### src/rtl/fracdiv_pkg.sv
package fracdiv_pkg;

    parameter int unsigned LEN_W     = 16;
    parameter int unsigned FRM_W     = 5;
    parameter int unsigned MAX_FRAME = 16;
    parameter int unsigned MIN_LEN   = 2;
    localparam int unsigned IDX_W    = $clog2(MAX_FRAME);

    typedef struct packed {
        logic [LEN_W-1:0] n;
        logic [FRM_W-1:0] f;
        logic [FRM_W-1:0] s;
    } div_cfg_t;

    function automatic div_cfg_t clamp_cfg(input logic [LEN_W-1:0] n_in,
                                           input logic [FRM_W-1:0] f_in,
                                           input logic [FRM_W-1:0] s_in);
        div_cfg_t c;
        c.n = (n_in < LEN_W'(MIN_LEN)) ? LEN_W'(MIN_LEN) : n_in;
        if (f_in == '0)
            c.f = FRM_W'(1);
        else if (f_in > FRM_W'(MAX_FRAME))
            c.f = FRM_W'(MAX_FRAME);
        else
            c.f = f_in;
        c.s = (s_in > c.f) ? c.f : s_in;
        return c;
    endfunction

endpackage

### src/rtl/fracdiv_cfg_hold.sv
module fracdiv_cfg_hold
    import fracdiv_pkg::*;
(
    input  logic                 clk,
    input  logic                 rst,
    input  logic                 load,
    input  logic [LEN_W-1:0]     n_in,
    input  logic [FRM_W-1:0]     f_in,
    input  logic [FRM_W-1:0]     s_in,
    output div_cfg_t             cfg
);
    // Settings are adopted at reset and at each frame boundary only.
    always_ff @(posedge clk) begin
        if (rst || load)
            cfg <= clamp_cfg(n_in, f_in, s_in);
    end
endmodule

### src/rtl/fracdiv_seq.sv
module fracdiv_seq
    import fracdiv_pkg::*;
(
    input  logic             clk,
    input  logic             rst,
    input  logic             advance,
    input  div_cfg_t         cfg,
    output logic [LEN_W-1:0] end_val,
    output logic             last_step
);
    logic [IDX_W-1:0] idx;
    logic [FRM_W-1:0] idx_ext;

    assign idx_ext   = FRM_W'(idx);
    assign last_step = (idx_ext == cfg.f - FRM_W'(1));
    // Short steps sit at the front of the frame.
    assign end_val   = (idx_ext < cfg.s) ? (cfg.n - LEN_W'(1)) : cfg.n;

    always_ff @(posedge clk) begin
        if (rst)
            idx <= '0;
        else if (advance)
            idx <= last_step ? '0 : idx + IDX_W'(1);
    end
endmodule

### src/rtl/fracdiv_step_ctr.sv
module fracdiv_step_ctr
    import fracdiv_pkg::*;
(
    input  logic             clk,
    input  logic             rst,
    input  logic             en,
    input  logic [LEN_W-1:0] end_val,
    output logic             at_end
);
    logic [LEN_W-1:0] cnt;

    assign at_end = (cnt == end_val);

    always_ff @(posedge clk) begin
        if (rst)
            cnt <= '0;
        else if (en)
            cnt <= at_end ? '0 : cnt + LEN_W'(1);
    end
endmodule

### src/rtl/fracdiv_top.sv
module fracdiv_top
    import fracdiv_pkg::*;
(
    input  logic             clk,
    input  logic             rst,
    input  logic             en,
    input  logic [LEN_W-1:0] base_len,
    input  logic [FRM_W-1:0] frame_len,
    input  logic [FRM_W-1:0] short_cnt,
    output logic             div_clk,
    output logic             step_tick,
    output logic             frame_start
);
    div_cfg_t         cfg;
    logic [LEN_W-1:0] end_val;
    logic             at_end;
    logic             last_step;
    logic             boundary;
    logic             frame_wrap;

    assign boundary   = en && at_end;
    assign frame_wrap = boundary && last_step;

    fracdiv_cfg_hold u_cfg (
        .clk  (clk),
        .rst  (rst),
        .load (frame_wrap),
        .n_in (base_len),
        .f_in (frame_len),
        .s_in (short_cnt),
        .cfg  (cfg)
    );

    fracdiv_seq u_seq (
        .clk       (clk),
        .rst       (rst),
        .advance   (boundary),
        .cfg       (cfg),
        .end_val   (end_val),
        .last_step (last_step)
    );

    fracdiv_step_ctr u_ctr (
        .clk     (clk),
        .rst     (rst),
        .en      (en),
        .end_val (end_val),
        .at_end  (at_end)
    );

    always_ff @(posedge clk) begin
        if (rst) begin
            div_clk     <= 1'b0;
            step_tick   <= 1'b0;
            frame_start <= 1'b0;
        end else begin
            step_tick   <= boundary;
            frame_start <= frame_wrap;
            if (boundary)
                div_clk <= ~div_clk;
        end
    end
endmodule

### config.mk
export PLATFORM = sky130hd
export DESIGN_NAME = fracdiv_top
export DESIGN_NICKNAME = d
export VERILOG_FILES = /design/src/rtl/fracdiv_pkg.sv /design/src/rtl/fracdiv_cfg_hold.sv /design/src/rtl/fracdiv_seq.sv /design/src/rtl/fracdiv_step_ctr.sv /design/src/rtl/fracdiv_top.sv
export SDC_FILE = /design/constraint.sdc
export NUM_CORES = 1
export LEC_CHECK = 0
export ABC_AREA = 1
export BUFFER_PORTS_ARGS = -buffer_cell sky130_fd_sc_hd__clkbuf_2
export CAP_MARGIN = 20
export CORE_AREA = 2 2 95 97
export DETAILED_ROUTE_END_ITERATION = 6
export DIE_AREA = 0 0 97 99
export HOLD_SLACK_MARGIN = 0.02
export PLACE_DENSITY = 0.58
export SLEW_MARGIN = 20
export SYNTH_ARGS = -nofsm -noshare
export SYNTH_HDL_FRONTEND = slang
export SYNTH_SLANG_ARGS = --single-unit
### constraint.sdc
create_clock -name clk -period 2.95 [get_ports clk]
set_input_delay 0.4425 -clock clk [delete_from_list [all_inputs] [get_ports clk]]
set_output_delay 0.4425 -clock clk [all_outputs]
set_load 0.01 [all_outputs]
==> run_results.csv <==
group,metric,value,unit
cts,cts_tree,"built",
timing,setup_tns,0,ns
timing,finalCritPeriodShare,92.9,%
timing,rsz0062_at_grt,"false",
cts,clkTransAtPathRegs,0.09,ns
synthesis,synth_compound_gate_area_share,4.70,%
run,cap_violations,0,
power,sw_frac_of_total,30.1,%
global_route,grt_max_degree,28,
cts,numCtsBuffers,5,
worst_setup_path,crit_fanout,11,
layout,design_area,4030,µm²
layout,fillCellCount,871,
timing,fmaxAchievable,365,MHz
layout,antennaDiodeCount,0,
synthesis,synth.avg_cell_area,7.03,µm²
layout,syn2layout_area_growth,12.2,%
power,p_leak,1.88,nW
synthesis,ys_seq_area_share,34.5,%
layout,drive_gt1_share,17.3,%
place,post-place-cells,637,
die,rows,34,
detailed_routing,drt_iter0_markers,116,
cts,cts_root_buf,"clkbuf_8",
detailed_routing,avgViaCountPerCell,4.93,
power,intPower,1.04,mW
die,core_area,8550,µm²
layout,layout_commonest_cell,"nand2_1",
power,ir_worst_vdd,0.169,mV
synthesis,ys_ff_latch,49,
die,die_h,99,µm
power,pwr-share-comb,20.8,%
synthesis,synth.distinct_cells,35,
synthesis,syn_nets,552,
power,p_switching,0.448,mW
global_route,gr-total-overflow,0,
synthesis,synthSimpleGateAreaFrac,40.6,%
worst_setup_path,critPathArrivalTime,2.76,ns
run_status,status,"finished clean",
timing,slew_viol_final,0,
cts,clock_latency,0.30,ns
worst_setup_path,worstPathRequired,2.97,ns
cts,htreeDepth,2,
detailed_routing,drtPass1Iterations,4,
power,seq_power_share,53.1,%
power,clkPwrFrac,26.1,%
die,start_util,42.0,%
layout,nNetsFinal,582,
place,numPortBuffers,31,
synthesis,synth_xor_area_share,5.85,%
die,die_area,9600,µm²
global_route,grt_pass1_wl,13900,µm
global_route,grt.total_usage,17.8,%
layout,final_core_util,47.1,%
timing,hold_viol_final,0,
die,die_x,97,µm
synthesis,yosysWarnings,0,
worst_setup_path,start_kind,"register",
synthesis,synth_cells,511,
timing,slew_headroom,60.0,%
timing,finalSetupViolations,0,
detailed_routing,num_vias,3206,
detailed_routing,wl_per_cell,13.3,µm
synthesis,synthMuxAreaShare,0,%
detailed_routing,drcViolationCount,0,
power,pwr_density_cell,369,nW/µm²
cts,cts.path.max_buffers,2,
synthesis,synthAdderAreaFrac,4.18,%
synthesis,synth_area,3590,µm²
global_route,antenna_found_initial,0,
detailed_routing,totalWireLength,8680,µm
place,routabilityCongestion,0.917,
min_path,hp-class,"in2reg",
place,dpl_cell_area,3850,µm²
worst_setup_path,crit_path_end_kind,"register",
die,io_pins,32,
global_route,grt_pass1_vias,2910,
cts,clock-sinks,49,
synthesis,synth_top_family_by_area,"simple AND/OR/NAND/NOR gates",
layout,mostFrequentLayoutCells,"126 x nand2_1, 69 x inv_1, 54 x nor2_1",
worst_setup_path,worstSetupPathType,"reg2reg",
timing,worst_slew_pin_slew,0.599,ns
timing,skew,0.00591,ns
timing,fin_crit,2.74,ns
cts,cts_hold_buf,0,
place,dp_hpwl,6820,µm
layout,final_cells,650,
detailed_routing,antenna_left,0,
-- Yosys cell counts --
| cell type | number | area, µm² |
|---|---|---|
| nor2_2 | 6 | 37.5 |
| a21o_1 | 1 | 7.51 |
| nor2_4 | 8 | 90.1 |
| edfxtp_1 | 26 | 781 |
| nand4_1 | 15 | 93.8 |
| o21ai_0 | 11 | 55.1 |
| a21oi_2 | 1 | 8.76 |
| a21oi_1 | 9 | 45.0 |
| nand3_4 | 1 | 17.5 |
| a211oi_1 | 1 | 7.51 |
| o221ai_1 | 1 | 8.76 |
| nor4_1 | 1 | 6.26 |
| o22ai_1 | 1 | 6.26 |
| clkbuf_1 | 17 | 63.8 |
| nand2_1 | 127 | 477 |
| buf_6 | 3 | 33.8 |
| inv_1 | 69 | 259 |
| nand3_2 | 5 | 50.1 |
| xor2_1 | 20 | 175 |
| and3_1 | 1 | 6.26 |
| o21ai_1 | 3 | 15.0 |
| nand3_1 | 50 | 250 |
| o21bai_1 | 2 | 15.0 |
| inv_2 | 2 | 7.51 |
| nand2_2 | 13 | 81.3 |
| nor3b_1 | 2 | 15.0 |
| nor2_1 | 55 | 206 |
| dfxtp_1 | 23 | 460 |
| and3b_1 | 1 | 8.76 |
| or4_1 | 1 | 7.51 |
| nand3b_1 | 4 | 30.0 |
| nor3_1 | 10 | 50.1 |
| xnor2_1 | 4 | 35.0 |
| or2_2 | 5 | 31.3 |
| ha_1 | 12 | 150 |
-- power by group through the flow --
stage | combinational (mW) | clock, mW | sequential, mW
after floorplan | 0.223 | 0 | 0.796
after global placement | 0.293 | 0 | 0.804
after detailed placement | 0.296 | 0 | 0.805
after CTS | 0.297 | 0.403 | 0.789
after global routing | 0.355 | 0.438 | 0.794
final | 0.310 | 0.389 | 0.789
-- through the flow --
stage / power (mW) / setup WS (ns) / hold WS (ns)
floorplan: 1.02 / 0.103 / 0.492
global placement: 1.10 / 0.0848 / 0.466
detailed placement: 1.10 / 0.0316 / 0.482
CTS: 1.49 / 0.0162 / 0.321
global route: 1.59 / 0.00871 / 0.313
finish: 1.49 / 0.210 / 0.329
-- path summary, 6_finish.rpt --
kind | from | endpoint | slack, ns | cells past startpoint
setup / recovery | u_seq.idx[3] | u_cfg.cfg[3] | 0.21 | 16
hold / removal | base_len[10] | u_cfg.cfg[20] | 0.33 | 1
setup reg to reg | u_seq.idx[3] | u_cfg.cfg[3] | 0.21 | 16
hold reg to reg | div_clk | div_clk | 0.49 | 2
-- layout make-up --
| class | instances | area [µm²] | area share [%] |
|---|---|---|---|
| clock buffer | 7 | 76.3 | 1.89 |
| multi-input combinational | 373 | 2040 | 50.7 |
| tap | 108 | 135 | 3.35 |
| inverter | 71 | 267 | 6.61 |
| timing repair buffer | 41 | 264 | 6.55 |
| clock inverter | 1 | 5.00 | 0.124 |
| sequential | 49 | 1240 | 30.8 |
-- flip-flops by register name, summed over array words and instances, names as in the netlist --
name	flops
div_clk	1
step_tick	1
frame_start	1
u_cfg.cfg	26
u_seq.idx	4
u_ctr.cnt	16
-- cell families after synthesis --
| kind of cell | count (synthesis) |
|---|---|
| simple gates | 305 |
| buf+inv | 91 |
| flops | 49 |
| compound gates | 30 |
| xor+xnor | 24 |
| fa+ha+maj | 12 |
-- critical path, stage by stage, from the launching register on --
cell and delay [ns]:
dfxtp_1 0.36, ha_1 0.28, inv_1 0.06, nor2_4 0.17, nand2_2 0.08, nor2_4 0.22, nor2_4 0.12, nand3_1 0.08
nand2_1 0.05, nand2_1 0.09, nand2_1 0.08, nor2_2 0.15, nand3_1 0.13, nor2_2 0.16, nand3_2 0.11, nand2_4 0.15
clkbuf_16 0.17
-- per-layer routing --
layer / share of wire [%] / track usage (%) / wire length (µm)
met4: 0.61 / 3.90 / 53
met3: 3.2 / 2.62 / 280
met2: 45 / 28.3 / 3910
met5: 0 / 0 / 0
met1: 51 / 25.8 / 4430
-- timing repair --
item | CTS | global route
endpoints found under the hold margin | 0 | 0
gates resized for setup | 0 | 9
setup buffers | 0 | 1
endpoints found under the setup margin | 0 | 42
Power figures use the tool's default switching activity.
